`config.mk`:
```
export PLATFORM = sky130hd
export DESIGN_NAME = bnn_xnor_core
export DESIGN_NICKNAME = d
export VERILOG_FILES = /design/src/rtl/bnn_core_pkg.sv /design/src/rtl/bnn_mismatch_count.sv /design/src/rtl/bnn_thresh_acc.sv /design/src/rtl/bnn_or_pool.sv /design/src/rtl/bnn_xnor_core.sv
export SDC_FILE = /design/constraint.sdc
export NUM_CORES = 1
export LEC_CHECK = 0
export BUFFER_PORTS_ARGS = -buffer_cell sky130_fd_sc_hd__buf_2
export CORE_MARGIN = 2
export CORE_UTILIZATION = 54
export DETAILED_ROUTE_END_ITERATION = 10
export PLACE_DENSITY = 0.82
export SETUP_SLACK_MARGIN = 0.3
export SLEW_MARGIN = 25
export SYNTH_ARGS = -nofsm -noshare
export SYNTH_HDL_FRONTEND = slang
export SYNTH_SLANG_ARGS = --single-unit
```
`constraint.sdc`:
```
create_clock -name clk -period 5.12 [get_ports clk]
set_input_delay 0.512 -clock clk [delete_from_list [all_inputs] [get_ports clk]]
set_output_delay 0.512 -clock clk [all_outputs]
set_load 0.02 [all_outputs]
```
`src/rtl/bnn_core_pkg.sv`:
```
package bnn_core_pkg;
    localparam int TAU_W = 16;

    typedef struct packed {
        logic held;
        logic obit;
        logic ovalid;
    } pool_state_t;
endpackage

```
`src/rtl/bnn_mismatch_count.sv`:
```
module bnn_mismatch_count #(
    parameter int NI    = 64,
    parameter int MIS_W = $clog2(NI + 1)
) (
    input  logic [NI-1:0]    act,
    input  logic [NI-1:0]    wgt,
    output logic [MIS_W-1:0] count
);
    localparam int LANE  = 8;
    localparam int LANES = NI / LANE;

    logic [NI-1:0] diff;
    logic [3:0]    lane_cnt [LANES];

    assign diff = act ^ wgt;

    for (genvar g = 0; g < LANES; g++) begin : g_lane
        always_comb begin
            lane_cnt[g] = '0;
            for (int b = 0; b < LANE; b++) begin
                lane_cnt[g] = lane_cnt[g] + 4'(diff[g*LANE + b]);
            end
        end
    end

    always_comb begin
        count = '0;
        for (int l = 0; l < LANES; l++) begin
            count = count + MIS_W'(lane_cnt[l]);
        end
    end
endmodule

```
`src/rtl/bnn_thresh_acc.sv`:
```
module bnn_thresh_acc
    import bnn_core_pkg::*;
#(
    parameter int NI        = 64,
    parameter int ACC_W     = 20,
    parameter int CNT_W     = 7,
    parameter int MIS_W     = 7
) (
    input  logic                    clk,
    input  logic                    rst_n,
    input  logic                    cfg_load,
    input  logic signed [TAU_W-1:0] cfg_tau,
    input  logic [CNT_W-1:0]        cfg_words,
    input  logic                    beat_valid,
    input  logic                    beat_first,
    input  logic                    beat_last,
    input  logic [MIS_W-1:0]        mismatch,
    output logic                    close_valid,
    output logic                    close_bit,
    output logic signed [ACC_W-1:0] acc_sum
);
    typedef struct packed {
        logic signed [ACC_W-1:0] acc;
        logic signed [TAU_W-1:0] tau;
        logic [CNT_W-1:0]        words;
    } acc_state_t;

    acc_state_t st_d, st_q;
    logic signed [ACC_W-1:0] total_bits, preset, base, sum_new;

    always_comb begin
        st_d       = st_q;
        total_bits = signed'(ACC_W'(st_q.words) * ACC_W'(NI));
        preset     = total_bits - {{(ACC_W-TAU_W){st_q.tau[TAU_W-1]}}, st_q.tau};
        base       = beat_first ? preset : st_q.acc;
        sum_new    = base - signed'(ACC_W'({mismatch, 1'b0}));
        if (beat_valid) begin
            st_d.acc = sum_new;
        end
        if (cfg_load) begin
            st_d.tau   = cfg_tau;
            st_d.words = cfg_words;
        end
        close_valid = beat_valid && beat_last;
        close_bit   = ~sum_new[ACC_W-1];
    end

    always_ff @(posedge clk or negedge rst_n) begin
        if (!rst_n) begin
            st_q <= '0;
        end else begin
            st_q <= st_d;
        end
    end

    assign acc_sum = st_q.acc;
endmodule

```
`src/rtl/bnn_or_pool.sv`:
```
module bnn_or_pool
    import bnn_core_pkg::*;
(
    input  logic clk,
    input  logic rst_n,
    input  logic close_valid,
    input  logic close_bit,
    input  logic close_pool_last,
    output logic out_valid,
    output logic out_bit,
    output logic held
);
    pool_state_t ps_d, ps_q;
    logic pooled;

    always_comb begin
        ps_d        = ps_q;
        ps_d.ovalid = 1'b0;
        pooled      = ps_q.held | close_bit;
        if (close_valid) begin
            if (close_pool_last) begin
                ps_d.ovalid = 1'b1;
                ps_d.obit   = pooled;
                ps_d.held   = 1'b0;
            end else begin
                ps_d.held   = pooled;
            end
        end
    end

    always_ff @(posedge clk or negedge rst_n) begin
        if (!rst_n) begin
            ps_q <= '0;
        end else begin
            ps_q <= ps_d;
        end
    end

    assign out_valid = ps_q.ovalid;
    assign out_bit   = ps_q.obit;
    assign held      = ps_q.held;
endmodule

```
`src/rtl/bnn_xnor_core.sv`:
```
module bnn_xnor_core
    import bnn_core_pkg::*;
#(
    parameter int NI        = 64,
    parameter int MAX_WORDS = 64,
    localparam int CNT_W    = $clog2(MAX_WORDS + 1)
) (
    input  logic                    clk,
    input  logic                    rst_n,
    input  logic                    cfg_load,
    input  logic signed [TAU_W-1:0] cfg_tau,
    input  logic [CNT_W-1:0]        cfg_words,
    input  logic                    in_valid,
    input  logic                    in_first,
    input  logic                    in_last,
    input  logic                    pool_last,
    input  logic [NI-1:0]           act_word,
    input  logic [NI-1:0]           wgt_word,
    output logic                    out_valid,
    output logic                    out_bit
);
    localparam int MIS_W   = $clog2(NI + 1);
    localparam int TOTAL_W = $clog2(MAX_WORDS * NI + 1);
    localparam int ACC_W   = ((TOTAL_W > TAU_W) ? TOTAL_W : TAU_W) + 4;

    logic [MIS_W-1:0]        mismatch;
    logic                    close_valid, close_bit;
    logic signed [ACC_W-1:0] acc_sum;
    logic                    pool_held;

    bnn_mismatch_count #(.NI(NI), .MIS_W(MIS_W)) u_count (
        .act   (act_word),
        .wgt   (wgt_word),
        .count (mismatch)
    );

    bnn_thresh_acc #(.NI(NI), .ACC_W(ACC_W), .CNT_W(CNT_W), .MIS_W(MIS_W)) u_acc (
        .clk         (clk),
        .rst_n       (rst_n),
        .cfg_load    (cfg_load),
        .cfg_tau     (cfg_tau),
        .cfg_words   (cfg_words),
        .beat_valid  (in_valid),
        .beat_first  (in_first),
        .beat_last   (in_last),
        .mismatch    (mismatch),
        .close_valid (close_valid),
        .close_bit   (close_bit),
        .acc_sum     (acc_sum)
    );

    bnn_or_pool u_pool (
        .clk             (clk),
        .rst_n           (rst_n),
        .close_valid     (close_valid),
        .close_bit       (close_bit),
        .close_pool_last (pool_last),
        .out_valid       (out_valid),
        .out_bit         (out_bit),
        .held            (pool_held)
    );
endmodule

```
==> metrics.cfg, run 1 <==
[global_routing]
grt-ovfl-total = 0
grt_pass1_wl_mm = 21.9
antenna_found_initial = 0
grt_start_max_net_pins = 46
track_usage_pct = 23.6
grt_pass1_vias = 5167

[finish]
fin_nets = 1028
antennaDiodeCount = 0
layout-drive-gt1-share_pct = 38.3
areaGrowthSynthToFinish_pct = 28.6

[synthesis]
synthesis.yosys.warnings = 0
yosysMostFrequentCell = inv_1
yosys_register_bits = 45
syn_area_per_cell_sq_um = 9.74
ys.flop_type = dfrtp_1
synthTopCellsByArea = dfrtp_1 (20%), fa_1 (19%), ha_1 (12%)
ys_types = 63
synth_edf_count = 0
ys_seq_area_share_pct = 20.0
synthArstFlopShare_pct = 100
synth_cells = 577
syn_area_sq_um = 5620
syn-num-nets = 841
ys_top_cells_by_count = inv_1 (80), ha_1 (54), xor2_1 (53)
synth_top_area_share_pct = 20.0
yosys.area.top_type = dfrtp_1

[cts]
clk_pin_slew_ns = 0.09
ctsHtreeMaxLevel = 2
root_buffer = clkbuf_8
clk_latency_ns = 0.30
cts_tree = built
clk_path_buf_depth = 2
cts_hold_buf = 0
cts_made_buffers = 5
cts_sinks = 45

[floorplanning]
initial_core_util_pct = 54.9
rows = 37
core_sq_um = 10200
dieArea_sq_um = 11200
die_w_um = 106
die_h_um = 106
io_pins = 160

[timing]
final_max_slew_viol_count = 0
clock-skew-final_ns = 0.00786
fin_crit_sh_pct = 167
final_hold_viol_count = 0
rsz0062_at_grt = yes
tightest_slew_ns = 0.772
fmax_mhz = 117
timing.final.ws_setup_ns = -3.42
relSlewSlack_pct = 48.5
layout_min_cycle_time_ns = 8.54
timing.hold.ws_ns = 0.203
setup_viol = 20

[critical_path]
crit_type = input port to flop
endpoint_kind = flop
r2r_slack_ns = 1.21
cp.required_ns = 5.34
startpoint_type = input port
crit_top_cell = fa_1
critPathMaxFanout = 6
r2r_cells = 15
crit_slowest_cell = or4_4
r2r_start = u_acc.st_q[7]
crit_arrival_ns = 8.76
rr_endpoint = u_acc.acc_sum[17]
crit_buf_inv = 7
critPathMaxStageDelay_ns = 0.54
crit_family = adder cells

[run_status]
failed_checks = negative setup slack
status = finished, violations left

[placed_design]
portBuffers = 159
hpwlAfterDp_mm = 10.5
place_congestion = 0.900

[route]
drt_iter0_markers = 244
wl_mm = 13.4
viasPerCell = 5.42
wire_per_inst_um = 14.9
vias = 4881
route.detailed.drc = 0
drt_pre_antenna_iters = 4
ant_nets = 0

[hold_path]
hp-class = input port to async pin

[job]
cap_violations = 0

## cells in the final DEF (no fill, tap or decap), types with 4 or more instances in the layout
cell type  instances
buf_2            155
dfrtp_1           45
mux2_2            20
a21oi_1           17
clkbuf_8           6
fa_1              46
mux2_4             5
fa_2               6
o21ai_1            7
xor2_1            52
nor2_1            23
nor2b_1           10
xnor2_1           35
o21a_1            10
ha_4               6
inv_1             70
a21oi_2            5
buf_6              8
inv_2             10
a21o_1             7
xnor2_2            7
nand2_1           24
buf_4             30
ha_1              47
o21ai_0           20
nand3_1            6
nor3_1             4
## worst max path at each step
stage / start / end / slack [ns] / cells after the start
after floorplan: wgt_word[1] / u_acc.acc_sum[15] / -3.18 / 33
after global placement: wgt_word[1] / u_pool.out_bit / -3.46 / 34
after detailed placement: wgt_word[9] / u_pool.out_bit / -3.74 / 34
after CTS: act_word[1] / u_acc.acc_sum[17] / -3.34 / 34
after global routing: act_word[1] / u_acc.acc_sum[17] / -3.66 / 34
final: act_word[1] / u_acc.acc_sum[17] / -3.42 / 34
## routing by layer
metal | vias to the layer above | track usage, % | share of wire [%]
met2 | 163 | 47.3 | 56
met1 | 2381 | 26.1 | 38
met3 | 33 | 2.64 | 3.6
li1 | 2304 | - | -
met4 | 0 | 5.83 | 2.3
met5 | - | 0 | 0
## flip-flops by register name, summed over array words and instances (netlist names)
register and cells:
u_pool.out_bit 1, u_pool.held 1, u_acc.acc_sum 19, u_pool.out_valid 1
u_acc.st_q 23
## layout make-up
class / count / area, sq um
multi-input combinational: 438 / 4420
clock inverter: 2 / 16.3
inverter: 80 / 300
timing repair buffer: 194 / 1110
tap: 136 / 170
sequential: 45 / 1130
clock buffer: 6 / 82.6
fill: 713 / 3010
## logic make-up after synthesis
kind of cell             count (synthesis)  share of synthesized area [%]
AO/OA/AOI/OAI                          105                           12.6
adder cells (fa/ha/maj)                106                           30.6
multiplexers                            28                           5.55
AND/OR/NAND/NOR                        104                           10.1
buffers and inverters                   94                           6.35
XOR/XNOR                                95                           14.8
flip-flops                              45                           20.0
## stage by stage
step                instances  TNS [ns]  util, %  worst slack (ns)  area [sq um]
detailed placement        880    -60.87     66.5             -3.74          6810
finish                    901    -54.55     70.6             -3.42          7220
global placement          880    -56.02     66.5             -3.46          6810
CTS                       895    -53.43     68.9             -3.34          7050
global route              901    -59.05     70.6             -3.66          7220
floorplan                 577    -49.23        -             -3.18          5730
## what timing repair did
item / 4_1_cts / 5_1_grt
gates resized for setup: 25 / 25
endpoints found under the setup margin: 20 / 20
setup buffers: 7 / 6
pin swaps: 21 / 25
Power of run 1 is left out: the tool's default activity adds up to more than one toggle a clock period on the data nets, which glitch-free logic cannot reach.
==> inputs of run 2 (changes only) <==
clock period = 11 ns   (was 5.12 ns; I/O delays follow)
==> run 2 against run 1 <==
  * Register-to-register slack better by 5.9 ns
  * Global-route usage fell by 1.9 points
  * Critical endpoint is now u_pool.out_bit
  * Die area unchanged
  * The flow now finishes without violations
  * Flip-flop and latch count unchanged
==> metrics.cfg, run 2 (same netlist as run 1, synthesis figures left out) <==
[finish]
layout-drive-gt1-share_pct = 28.1
mostFrequentLayoutCells = buf_2 (158), inv_1 (80), ha_1 (54), xor2_1 (53), fa_1 (52)
final_common_cell = buf_2
fin_nets = 993
antennaDiodeCount = 0
largest_reg_flops = 23
areaGrowthSynthToFinish_pct = 17.8
top_register = u_acc.st_q
design_area_sq_um = 6620

[floorplanning]
dieArea_sq_um = 11200
initial_core_util_pct = 54.9
rows = 37
die_h_um = 106
core_sq_um = 10200
io_pins = 160
die_w_um = 106

[route]
viasPerCell = 5.30
drt_pre_antenna_iters = 5
wire_per_inst_um = 13.5
wl_mm = 11.7
vias = 4586
ant_nets = 0
route.detailed.drc = 0
drt_iter0_markers = 239

[cts]
postCtsSetupBuffers = 0
cts.repair.resized = 0
cts_sinks = 45
clk_pin_slew_ns = 0.09
clk_path_buf_depth = 2
cts_made_buffers = 5
ctsHtreeMaxLevel = 2
cts_tree = built
clk_latency_ns = 0.30
cts_hold_buf = 0
root_buffer = clkbuf_8

[placed_design]
hpwlAfterDp_mm = 10.0
portBuffers = 159
place_congestion = 0.869
postPlaceCellArea_sq_um = 6530

[timing]
timing.hold.ws_ns = 0.487
fin_crit_sh_pct = 89.4
layout_min_cycle_time_ns = 9.83
setup_tns_ns = 0
final_max_slew_viol_count = 0
tightest_slew_ns = 0.723
final_hold_viol_count = 0
setup_viol = 0
relSlewSlack_pct = 51.8
fmax_mhz = 102
rsz0062_at_grt = no
clock-skew-final_ns = 0.00283

[critical_path]
critPathMaxStageDelay_ns = 0.57
cp.required_ns = 11.19
endpoint_kind = flop
crit_slowest_cell = or4_4
crit_type = input port to flop
crit_family = adder cells
crit_buf_inv = 7
startpoint_type = input port
crit_top_cell = fa_1
critPathMaxFanout = 7
crit_arrival_ns = 10.02

[hold_path]
hp-class = flop to flop

[global_routing]
antenna_found_initial = 0
grt-ovfl-total = 0
grt_start_max_net_pins = 46
grt_pass1_vias = 4928
track_usage_pct = 21.6
grt_pass1_wl_mm = 20.4

[job]
cap_violations = 0

[run_status]
status = finished clean

## run 2: metal layers
layer	track usage, %	wire length [um]	up-vias
li1	-	-	2225
met1	24.9	4540	2221
met2	42.4	6570	120
met3	2.02	434	20
met4	5.73	183	0
met5	0	0	-
## run 2: path summary, 6_finish.rpt
check	from	endpoint	slack, ns	cells after the start
worst max-delay path	wgt_word[8]	u_pool.out_bit	1.17	34
worst min-delay path	u_acc.acc_sum[2]	u_acc.acc_sum[2]	0.49	2
worst max register to register	u_acc.st_q[7]	u_pool.out_bit	7.09	15
worst min register to register	u_acc.acc_sum[2]	u_acc.acc_sum[2]	0.49	2
max in group asynchronous	rst_n	u_acc.acc_sum[12]	9.81	1
min in group asynchronous	rst_n	u_acc.st_q[22]	0.79	1
## run 2: worst reg2reg max path: stages, from the launching register on
cell and delay, ns:
dfrtp_1 0.40, inv_1 0.07, ha_1 0.22, nor2b_2 0.17, and2b_1 0.17, xnor2_1 0.14, mux2_2 0.28, ha_1 0.31
a21boi_0 0.15, o21ai_0 0.23, a21oi_1 0.15, or4_4 0.57, and4bb_4 0.38, a31oi_4 0.11, nor4_2 0.31, a21oi_1 0.11
## run 2: cell type report
| cell class | count | area [sq um] |
|---|---|---|
| Clock buffer | 5 | 68.8 |
| Sequential cell | 45 | 1130 |
| Inverter | 80 | 300 |
| Timing Repair Buffer | 159 | 798 |
| Tap cell | 136 | 170 |
| Multi-Input combinational cell | 438 | 4140 |
| Fill cell | 839 | 3610 |
| Clock inverter | 3 | 21.3 |
## run 2: through the flow
stage	util, %	std cells	worst slack, ns
floorplan	-	577	1.51
global placement	63.8	858	1.19
detailed placement	63.8	858	0.875
CTS	64.7	866	1.19
global route	64.7	866	0.743
finish	64.7	866	1.17
Power of run 2 is left out for the same reason.
